### config.mk
export PLATFORM = sky130hd
export DESIGN_NAME = stor_cmd_front
export DESIGN_NICKNAME = d
export VERILOG_FILES = /design/src/rtl/stor_cmd_pkg.sv /design/src/rtl/stor_param_chk.sv /design/src/rtl/stor_chunker.sv /design/src/rtl/stor_cmd_front.sv
export SDC_FILE = /design/constraint.sdc
export NUM_CORES = 1
export LEC_CHECK = 0
export CAP_MARGIN = 10
export CORE_ASPECT_RATIO = 0.6
export CORE_MARGIN = 4
export CORE_UTILIZATION = 30
export CTS_BUF_LIST = sky130_fd_sc_hd__clkbuf_8
export CTS_CLUSTER_DIAMETER = 50
export CTS_CLUSTER_SIZE = 12
export DETAILED_ROUTE_END_ITERATION = 8
export GPL_ROUTABILITY_DRIVEN = 0
export GPL_TIMING_DRIVEN = 0
export PLACE_DENSITY = 0.49
export SLEW_MARGIN = 10
export SYNTH_ARGS = -nofsm -noshare
export SYNTH_HDL_FRONTEND = slang
export SYNTH_HIERARCHICAL = 1
export SYNTH_SLANG_ARGS = --single-unit
### constraint.sdc
create_clock -name clk -period 5.3 [get_ports clk]
set_clock_uncertainty 0.05 [all_clocks]
set_input_delay 0.795 -clock clk [delete_from_list [all_inputs] [get_ports clk]]
set_output_delay 0.795 -clock clk [all_outputs]
set_load 0.05 [all_outputs]
### src/rtl/stor_cmd_pkg.sv
package stor_cmd_pkg;

  localparam int SECT_W     = 48;
  localparam int CNT_W      = 16;
  localparam int ALIGN_BITS = 3;

  localparam logic [2:0] OP_IDENT  = 3'b000;
  localparam logic [2:0] OP_SHUT   = 3'b001;
  localparam logic [2:0] OP_WRITE  = 3'b010;
  localparam logic [2:0] OP_READ   = 3'b011;
  localparam logic [2:0] OP_CUSTOM = 3'b100;
  localparam logic [2:0] OP_FLUSH  = 3'b110;

  typedef enum logic [2:0] {
    PH_INIT,
    PH_IDLE,
    PH_CHECK,
    PH_RUN,
    PH_OFF
  } phase_t;

  function automatic logic op_moves_data(input logic [2:0] op);
    return (op == OP_WRITE) || (op == OP_READ);
  endfunction

  function automatic logic op_known(input logic [2:0] op);
    logic k;
    case (op)
      OP_IDENT, OP_SHUT, OP_WRITE, OP_READ, OP_CUSTOM, OP_FLUSH: k = 1'b1;
      default: k = 1'b0;
    endcase
    return k;
  endfunction

  // non-empty and ending at or below the capacity
  function automatic logic span_ok(input logic [SECT_W-1:0] a,
                                   input logic [SECT_W-1:0] n,
                                   input logic [SECT_W-1:0] c);
    logic [SECT_W:0] last_excl;
    last_excl = {1'b0, a} + {1'b0, n};
    return (n != '0) && (last_excl <= {1'b0, c});
  endfunction

  function automatic logic align_ok(input logic [SECT_W-1:0] a,
                                    input logic [SECT_W-1:0] n,
                                    input logic m4k);
    return !m4k || ((a[ALIGN_BITS-1:0] == '0) && (n[ALIGN_BITS-1:0] == '0));
  endfunction

  function automatic logic [CNT_W-1:0] next_chunk(input logic [SECT_W-1:0] remain,
                                                  input logic [SECT_W-1:0] limit);
    logic [SECT_W-1:0] pick;
    pick = (remain > limit) ? limit : remain;
    return pick[CNT_W-1:0];
  endfunction

endpackage

### src/rtl/stor_param_chk.sv
module stor_param_chk
  import stor_cmd_pkg::*;
(
  input  logic [2:0]        op,
  input  logic [SECT_W-1:0] addr,
  input  logic [SECT_W-1:0] len,
  input  logic [SECT_W-1:0] cap,
  input  logic              m4k,
  input  logic              id_seen,
  output logic              ok,
  output logic              data_op
);

  logic known, range_good, aligned;

  always_comb begin
    known      = op_known(op);
    data_op    = op_moves_data(op);
    range_good = span_ok(addr, len, cap);
    aligned    = align_ok(addr, len, m4k);
    ok         = known && (!data_op || (id_seen && range_good && aligned));
  end

endmodule

### src/rtl/stor_chunker.sv
module stor_chunker
  import stor_cmd_pkg::*;
#(
  parameter int CHUNK_SECT = 256,
  parameter int MAX_OUT    = 4
) (
  input  logic              clk,
  input  logic              rst_n,
  input  logic              start,
  input  logic              single,
  input  logic [SECT_W-1:0] base,
  input  logic [SECT_W-1:0] total,
  input  logic              dn_done,
  input  logic              dn_fail,
  output logic              dn_valid,
  output logic [SECT_W-1:0] dn_addr,
  output logic [CNT_W-1:0]  dn_cnt,
  output logic              fin,
  output logic              failed,
  output logic              active
);

  localparam int OUT_W = $clog2(MAX_OUT + 1);
  localparam logic [SECT_W-1:0] CHUNK_L = SECT_W'(CHUNK_SECT);
  localparam logic [OUT_W-1:0]  OUT_MAX = OUT_W'(MAX_OUT);

  logic              pend_single;
  logic [SECT_W-1:0] nxt_addr;
  logic [SECT_W-1:0] remain;
  logic [OUT_W-1:0]  outst;
  logic              fail_seen;
  logic              pend;
  logic              room;

  assign pend     = (pend_single || (remain != '0)) && !fail_seen;
  assign room     = outst < OUT_MAX;
  assign dn_valid = active && pend && room;
  assign dn_cnt   = pend_single ? '0 : next_chunk(remain, CHUNK_L);
  assign dn_addr  = pend_single ? '0 : nxt_addr;
  assign fin      = active && !pend && (outst == '0);
  assign failed   = fail_seen;

  always_ff @(posedge clk) begin
    if (!rst_n) begin
      active      <= 1'b0;
      pend_single <= 1'b0;
      nxt_addr    <= '0;
      remain      <= '0;
      outst       <= '0;
      fail_seen   <= 1'b0;
    end else if (start) begin
      active      <= 1'b1;
      pend_single <= single;
      nxt_addr    <= base;
      remain      <= single ? '0 : total;
      outst       <= '0;
      fail_seen   <= 1'b0;
    end else begin
      if (dn_valid) begin
        pend_single <= 1'b0;
        nxt_addr    <= nxt_addr + SECT_W'(dn_cnt);
        remain      <= remain - SECT_W'(dn_cnt);
      end
      case ({dn_valid, dn_done})
        2'b10:   outst <= outst + OUT_W'(1);
        2'b01:   outst <= outst - OUT_W'(1);
        default: outst <= outst;
      endcase
      if (dn_done && dn_fail) fail_seen <= 1'b1;
      if (fin) active <= 1'b0;
    end
  end


  no_overflow_chk: assert property (@(posedge clk) disable iff (!rst_n)
    outst <= OUT_MAX);


  done_pending_chk: assert property (@(posedge clk) disable iff (!rst_n)
    dn_done |-> (outst != '0));


  chunk_size_chk: assert property (@(posedge clk) disable iff (!rst_n)
    (dn_valid && !pend_single) |-> ((dn_cnt != '0) && (SECT_W'(dn_cnt) <= CHUNK_L)));


  start_idle_chk: assert property (@(posedge clk) disable iff (!rst_n)
    start |-> !active);

endmodule

### src/rtl/stor_cmd_front.sv
module stor_cmd_front
  import stor_cmd_pkg::*;
#(
  parameter int CHUNK_SECT = 256,
  parameter int MAX_OUT    = 4
) (
  input  logic              clk,
  input  logic              rst_n,
  input  logic              init_done,
  input  logic              init_fail,
  input  logic              req,
  input  logic [2:0]        cmd,
  input  logic [SECT_W-1:0] addr,
  input  logic [SECT_W-1:0] len,
  output logic              busy,
  output logic              err,
  output logic              param_err,
  output logic [SECT_W-1:0] cap,
  output logic              sect4k,
  input  logic [SECT_W-1:0] id_cap,
  input  logic              id_4k,
  output logic              dn_valid,
  output logic [2:0]        dn_op,
  output logic [SECT_W-1:0] dn_addr,
  output logic [CNT_W-1:0]  dn_cnt,
  input  logic              dn_done,
  input  logic              dn_fail
);

  phase_t            phase;
  logic [2:0]        cur_cmd;
  logic [SECT_W-1:0] cur_addr, cur_len;
  logic [SECT_W-1:0] cap_r, shadow_cap;
  logic              m4k_r, shadow_m4k;
  logic              id_seen, err_r, perr_r;

  logic chk_ok, chk_data;
  logic run_start, run_fin, run_failed, run_active;
  logic accept_ev;

  assign accept_ev = (phase == PH_IDLE) && req;
  assign run_start = (phase == PH_CHECK) && chk_ok;

  stor_param_chk u_chk (
    .op      (cur_cmd),
    .addr    (cur_addr),
    .len     (cur_len),
    .cap     (cap_r),
    .m4k     (m4k_r),
    .id_seen (id_seen),
    .ok      (chk_ok),
    .data_op (chk_data)
  );

  stor_chunker #(
    .CHUNK_SECT (CHUNK_SECT),
    .MAX_OUT    (MAX_OUT)
  ) u_run (
    .clk      (clk),
    .rst_n    (rst_n),
    .start    (run_start),
    .single   (!chk_data),
    .base     (cur_addr),
    .total    (cur_len),
    .dn_done  (dn_done),
    .dn_fail  (dn_fail),
    .dn_valid (dn_valid),
    .dn_addr  (dn_addr),
    .dn_cnt   (dn_cnt),
    .fin      (run_fin),
    .failed   (run_failed),
    .active   (run_active)
  );

  always_ff @(posedge clk) begin
    if (!rst_n) begin
      phase      <= PH_INIT;
      cur_cmd    <= '0;
      cur_addr   <= '0;
      cur_len    <= '0;
      cap_r      <= '0;
      m4k_r      <= 1'b0;
      shadow_cap <= '0;
      shadow_m4k <= 1'b0;
      id_seen    <= 1'b0;
      err_r      <= 1'b0;
      perr_r     <= 1'b0;
    end else begin
      case (phase)
        PH_INIT: begin
          if (init_fail) begin
            err_r <= 1'b1;
            phase <= PH_OFF;
          end else if (init_done) begin
            phase <= PH_IDLE;
          end
        end
        PH_IDLE: begin
          if (accept_ev) begin
            cur_cmd  <= cmd;
            cur_addr <= addr;
            cur_len  <= len;
            perr_r   <= 1'b0;
            phase    <= PH_CHECK;
          end
        end
        PH_CHECK: begin
          if (chk_ok) begin
            phase <= PH_RUN;
          end else begin
            perr_r <= 1'b1;
            phase  <= PH_IDLE;
          end
        end
        PH_RUN: begin
          if (dn_done && (cur_cmd == OP_IDENT)) begin
            shadow_cap <= id_cap;
            shadow_m4k <= id_4k;
          end
          if (run_fin) begin
            if (run_failed) begin
              err_r <= 1'b1;
              phase <= PH_OFF;
            end else begin
              if (cur_cmd == OP_IDENT) begin
                cap_r   <= shadow_cap;
                m4k_r   <= shadow_m4k;
                id_seen <= 1'b1;
              end
              phase <= (cur_cmd == OP_SHUT) ? PH_OFF : PH_IDLE;
            end
          end
        end
        PH_OFF:  phase <= PH_OFF;
        default: phase <= PH_OFF;
      endcase
    end
  end

  assign busy      = (phase == PH_INIT) || (phase == PH_CHECK) || (phase == PH_RUN);
  assign err       = err_r;
  assign param_err = perr_r;
  assign cap       = cap_r;
  assign sect4k    = m4k_r;
  assign dn_op     = cur_cmd;


  off_sticky_chk: assert property (@(posedge clk) disable iff (!rst_n)
    (phase == PH_OFF) |=> (phase == PH_OFF) && !busy);


  accept_busy_chk: assert property (@(posedge clk) disable iff (!rst_n)
    accept_ev |=> busy);


  idle_quiet_chk: assert property (@(posedge clk) disable iff (!rst_n)
    !busy |-> !dn_valid);


  cap_hold_chk: assert property (@(posedge clk) disable iff (!rst_n)
    !(run_fin && (cur_cmd == OP_IDENT)) |=> ($stable(cap_r) && $stable(m4k_r)));


  reject_quiet_chk: assert property (@(posedge clk) disable iff (!rst_n)
    perr_r |-> !run_active);

endmodule

* Yosys cells after proc, flatten, opt, wreduce, memory -nomap -nowiden
Index checks and enable logic that the tools add are counted.
Storage, ports and cells: bits in registers 305, bits of input ports 155, output and inout bits 120
Operators by class: add/sub/neg operators 5, magnitude comparators 3, equality and inequality tests 16, mux-type cells 29, bitwise logic cells 2, reductions and logical operators 44
Operators with widths (count):
- two-way mux 48 bit | 6
- nonzero test 48 bit | 2
- adder 48 x 48 -> 49 bit | 1
- <= comparator 49 x 48 -> 1 bit | 1
- adder 48 x 16 -> 48 bit | 1
- greater-than comparator 48 x 9 -> 1 bit, second input constant | 1
- subtractor 48 x 16 -> 48 bit | 1
- two-way mux 16 bit | 2
- two-way mux 3 bit | 6
- zero test 3 bit | 5
- logical AND 1 bit | 14
- equality test 3 x 2 -> 1 bit, second input constant | 4
- one-hot mux 3 bit (4 select lines) | 1
- two-way mux 1 bit | 10
- nonzero test 2 bit | 5
- != test 2 bit, second input constant | 4
- AND reduction 4 bit | 2
- equality test 3 x 1 -> 1 bit, second input constant | 2
- equality test 3 bit, second input constant | 2
- logical OR 1 bit | 6
- one-hot mux 3 bit (2 select lines) | 1
- AND reduction 3 bit | 2
- OR reduction 6 bit | 1
- zero test 1 bit | 4
- other kinds (12) | 15

* Depth between registers and ports, before layout
word-level depth 9, depth in mapped cells 28, depth with buffers taken out 27

* Modules after synthesis
Netlist, hierarchy kept.
Modules (own cells, without submodules):
- stor_cmd_front | times used 1, cells an instance 846, area each 7673.6 um2, seq. area each 4063.9 um2
- stor_chunker | times used 1, cells an instance 996, area each 7490.9 um2, seq. area each 2042.0 um2
- stor_param_chk | times used 1, cells an instance 569, area each 3977.6 um2, seq. area each 0.0 um2

* Least setup slack after synthesis
Ideal clock, no wire load.
kind register to register, start register cur_addr[0], end register u_run.remain[27], arrival time 5661 ps, required time 5171 ps, setup slack -490 ps, cell stages (with the launch flop) 26, path buffers 0, cell sequence dfxtp_1 > ha_1 > fa_1 > a211oi_1 > nor2_1 > o21ai_0 > o21ai_0 > a21o_1 > a21oi_1 > o21ai_0 > xnor2_1 > ha_1 > a21o_1 > a21o_1 > a21oi_1 > o21ai_0 > a211oi_1 > a31oi_1 > o21ai_0 > a31o_1 > nor4b_1 > inv_1 > nor3_1 > nand2_1 > and4_1 > a211oi_2
Between the ends: cells in the longest elaborated chain, start to end 9, elaborated cells on any way between the ends 13, those cells by class add/sub (1); order compare (1); mux (1); reduce/logical (10)
RTL lines:
- start, declared | RTL line stor_cmd_front.sv:32 | logic [SECT_W-1:0] cur_addr, cur_len;
- start signal, assigned | RTL line stor_cmd_front.sv:101 | cur_addr <= addr;
- adder 48 x 48 -> 49 bit | RTL line stor_cmd_pkg.sv:40 | last_excl = {1'b0, a} + {1'b0, n};
- <= comparator 49 x 48 -> 1 bit | RTL line stor_cmd_pkg.sv:41 | return (n != '0) && (last_excl <= {1'b0, c});
- logical AND 1 bit | RTL line stor_cmd_pkg.sv:41
- logical AND 1 bit | RTL line stor_param_chk.sv:21 | ok = known && (!data_op || (id_seen && range_good && aligned));
- logical AND 1 bit * | RTL line stor_param_chk.sv:21
- logical OR 1 bit * | RTL line stor_param_chk.sv:21
- logical AND 1 bit * | RTL line stor_param_chk.sv:21
- via chk_ok | RTL line stor_cmd_front.sv:37 | logic chk_ok, chk_data;
- logical AND 1 bit * | RTL line stor_cmd_front.sv:42 | assign run_start = (phase == PH_CHECK) && chk_ok;
- via run_start | RTL line stor_cmd_front.sv:38 | logic run_start, run_fin, run_failed, run_active;
- two-way mux 48 bit or nonzero test 2 bit (tied branches)
- end signal, assigned | RTL line stor_chunker.sv:55 | remain <= single ? '0 : total;
- end signal, assigned | RTL line stor_chunker.sv:62 | remain <= remain - SECT_W'(dn_cnt);
- end, declared | RTL line stor_chunker.sv:29 | logic [SECT_W-1:0] remain;
Mark *: on every way through the listed nets, which the timed path passes. The rest lies on a longest branch. A chain may end at the register's enable or synchronous reset.

* Worst setup path in the final report
start register cur_addr[1], end register u_run.nxt_addr[18]
Between the ends: cells in the longest elaborated chain, start to end 9, elaborated cells on any way between the ends 13, those cells by class add/sub (1); order compare (1); mux (1); reduce/logical (10)
RTL lines:
- adder 48 x 48 -> 49 bit | RTL line stor_cmd_pkg.sv:40
- <= comparator 49 x 48 -> 1 bit | RTL line stor_cmd_pkg.sv:41
- logical AND 1 bit | RTL line stor_cmd_pkg.sv:41
- logical AND 1 bit | RTL line stor_param_chk.sv:21
- logical AND 1 bit * | RTL line stor_param_chk.sv:21
- logical OR 1 bit * | RTL line stor_param_chk.sv:21
- logical AND 1 bit * | RTL line stor_param_chk.sv:21
- via chk_ok | RTL line stor_cmd_front.sv:37
- logical AND 1 bit * | RTL line stor_cmd_front.sv:42
- via run_start | RTL line stor_cmd_front.sv:38
- two-way mux 48 bit or nonzero test 2 bit (tied branches)
- end signal, assigned | RTL line stor_chunker.sv:54 | nxt_addr <= base;
- end signal, assigned | RTL line stor_chunker.sv:61 | nxt_addr <= nxt_addr + SECT_W'(dn_cnt);
- end, declared | RTL line stor_chunker.sv:28 | logic [SECT_W-1:0] nxt_addr;
Marked as above.

==> reports/metrics.cfg <==
[sta]
hold_violations = 0
tightest_slew_ns = 1.264
relSlewSlack_pct = 14.99
finalSetupViolCount = 102
min_period_over_period_pct = 111.4
worst_slack_ns = -0.6067
rsz0062_at_grt = yes
period_needed_ns = 5.907
fmax_mhz = 169.3
final_max_slew_viol_count = 0
setup_tns_ns = -46.79

[pwr]
power.leakage_nw = 10.89
vdd_drop_max_uv = 126.2
power_density_nw_per_um2 = 253.9

[detailed_routing]
viasPerCell = 5.377
vias = 19730
wl_um = 82640
drt_first_pass_iters = 6
drc = 0
wl_per_cell_um = 22.52
drt_iter0_markers = 2174
ant_nets = 0

[critical_path]
critical_path.slowest_cell = fa_2
timing.rr.end = u_run/nxt_addr[18]
path_class = flop to flop
crit-reg2reg-launch = cur_addr[1]
startpoint = cur_addr[1]
cp-start-kind = flop
worstPathMaxFanout = 8
end_kind = flop
endpoint = u_run/nxt_addr[18]
slowest_delay_ns = 0.43
r2r_cells = 27
critPathArrivalTime_ns = 6.36
cp_common_cell = buf_6
cp.required_ns = 5.75
rrSetupSlack_ns = -0.61

[global_routing]
grt_pass1_vias = 18630
overflow = 0
grt_max_degree = 13
grt_pass1_wl_um = 118800
antenna_found_initial = 3
grt_use_total_pct = 23.12

[floorplan]
dieHeight_um = 203.7
start_util_pct = 30.43
coreArea_um2 = 62900
row_count = 71
dieArea_um2 = 68050
die_w_um = 334.1
ios = 275

[flow_run]
drv_cap = 0

[synth]
yosysTopAreaCellShare_pct = 31.90
ys_seq_elements = 305
synthMuxAreaShare_pct = 5.504
yosysSeqAreaShare_pct = 31.90
synth_top_family_by_area = simple AND/OR/NAND/NOR gates
synthAdderAreaFrac_pct = 8.785
synth-xor-area-share_pct = 4.484
netlist_instances = 2411
yosys_warnings = 6
synth-edff-count = 0
synthFlopType = dfxtp_1
async_reset_ff_share_pct = 0
synth_area_per_cell_um2 = 7.939
netlist_area_um2 = 19140
synthSimpleGateAreaFrac_pct = 22.28
synth_area_leader_cell = dfxtp_1
synth_cell_type_count = 91
synth_compound_area_share_pct = 21.31
yosys-top-cells-area = dfxtp_1 32%, nand2_1 9.4%, ha_1 8.4%

[layout]
drive_above_1_share_pct = 15.12
nets = 3096
syn_to_final_growth_pct = 35.34
seq_area_um2 = 6188
multi_input_area_um2 = 12990
fillCellCount = 6385

[clocking]
clock_path_buffers = 3
numClockSinks = 305
hold_buffers = 0
ctsHtreeMaxLevel = 2
cts_buffers = 38
cts_tree = done
clockRootBuffer = clkbuf_8
clk_pin_slew_ns = 0.09
clk_latency_ns = 0.60

[placed_design]
port_buffers = 266
place_ws_ns = -2.658
hpwl_um = 65380

[hold_path]
hold_class = flop to flop

[run_status]
status = finished with violations
failed_checks = setup timing

## how the worst min path moves through the flow
| stage | from | end | slack, ns | cells after the start |
|---|---|---|---|---|
| 6_report | shadow_cap[36] | cap[36] | 0.40 | 2 |
| 3_5_place_dp | id_seen | id_seen | 0.40 | 2 |
| 5_1_grt | shadow_cap[36] | cap[36] | 0.42 | 2 |
| 2_1_floorplan | id_seen | id_seen | 0.37 | 2 |
| 3_3_place_gp | id_seen | id_seen | 0.38 | 2 |
| 4_1_cts | shadow_cap[36] | cap[36] | 0.40 | 2 |
## critical path, delay by kind of cell (launching register included)
kind	cells	cell delay, ns
DFF	1	0.39
AOI/OAI and AO/OA	11	2.48
adders and majority gates	2	0.73
buffers and inverters	9	1.21
xor gates and xnor gates	1	0.09
and+or+nand+nor	4	0.81
## registers in the layout, summed over array words and instances, names as in the netlist, 3 cells and up
| signal | flops |
|---|---|
| cur_addr | 48 |
| phase | 3 |
| u_run/remain | 48 |
| cap | 48 |
| dn_op | 3 |
| u_run/outst | 3 |
| shadow_cap | 48 |
| cur_len | 48 |
| u_run/nxt_addr | 48 |
## metrics by stage
stage,total power [mW],cells,utilization (%),cell area [µm²],hold WS [ns]
2_1_floorplan,3.661,2430,-,19250,0.3745
3_3_place_gp,4.318,3535,36.50,22960,0.3845
3_5_place_dp,4.330,3535,36.50,22960,0.4015
4_1_cts,6.509,3642,39.70,24970,0.4031
5_1_grt,6.889,3669,41.19,25900,0.4207
6_report,6.579,3670,41.19,25910,0.4030
## metal layers
metal	global-route usage [%]	vias up	wire length, µm
met3	6.611	87	8904
met2	31.56	906	31670
met1	35.34	9424	40310
met4	4.569	2	1574
met5	1.986	-	190
li1	-	9314	-
## Yosys cell counts (all sizes together) (30+ instances only)
| library cell | number |
|---|---|
| a21boi | 103 |
| a21o | 47 |
| a21oi | 149 |
| a31oi | 30 |
| buf | 60 |
| clkbuf | 80 |
| dfxtp | 305 |
| ha | 128 |
| inv | 102 |
| mux2i | 103 |
| nand2 | 478 |
| nand3 | 42 |
| nand4 | 30 |
| nor2 | 120 |
| nor2b | 56 |
| nor3 | 45 |
| nor4 | 31 |
| o21ai | 128 |
| xnor2 | 70 |
## power breakdown
| group | internal (mW) | switching [mW] |
|---|---|---|
| Clock | 0.978 | 1.01 |
| Sequential | 2.37 | 0.125 |
| Combinational | 0.832 | 1.27 |
| Total | 4.18 | 2.40 |
## placed cells by master (no fill, tap or decap), drive strengths merged, types with 7 or more instances in the layout
cell type        n
nand4           30
a21o            47
a21boi         103
o31ai           14
o211ai          15
o21a            16
clkbuf         120
or3             20
ha             128
nand2          478
a211oi          28
nor2           120
inv            112
and3            13
dfxtp          305
conb            21
nand3           42
nand2b          17
nor4b            7
and4             7
nor3            45
buf            134
clkdlybuf4s50  259
nor4            31
or4             19
o21ai          128
o21bai           8
nor2b           56
a31oi           30
mux2i          103
a21oi          149
nand3b           7
xor2            28
a311oi           9
xnor2           70
## cells by family (layout without fill, tap and decap cells)
family / after synthesis / count (layout)
simple gates: 916 / 916
xor+xnor: 98 / 98
mux: 105 / 105
fa+ha+maj: 132 / 132
flops: 305 / 305
buf+inv: 243 / 643
other cells: 2 / 22
compound gates: 610 / 610
## final cells by class
| class | count | share of cell area (%) |
|---|---|---|
| Antenna cell | 1 | 0.009659 |
| Buffer | 137 | 3.695 |
| Clock inverter | 20 | 0.9756 |
| Timing Repair Buffer | 342 | 13.54 |
| Tap cell | 839 | 4.052 |
| Inverter | 103 | 1.507 |
| Sequential cell | 305 | 23.89 |
| Clock buffer | 41 | 2.178 |
| Multi-Input combinational cell | 1882 | 50.15 |
## what timing repair did
| action | CTS | global route |
|---|---|---|
| setup buffers | 42 | 26 |
| gates cloned | 4 | 5 |
| setup endpoints to repair | 108 | 109 |
| gates resized for setup | 219 | 203 |
| pin swaps | 33 | 54 |
Power figures use the tool's default switching activity.
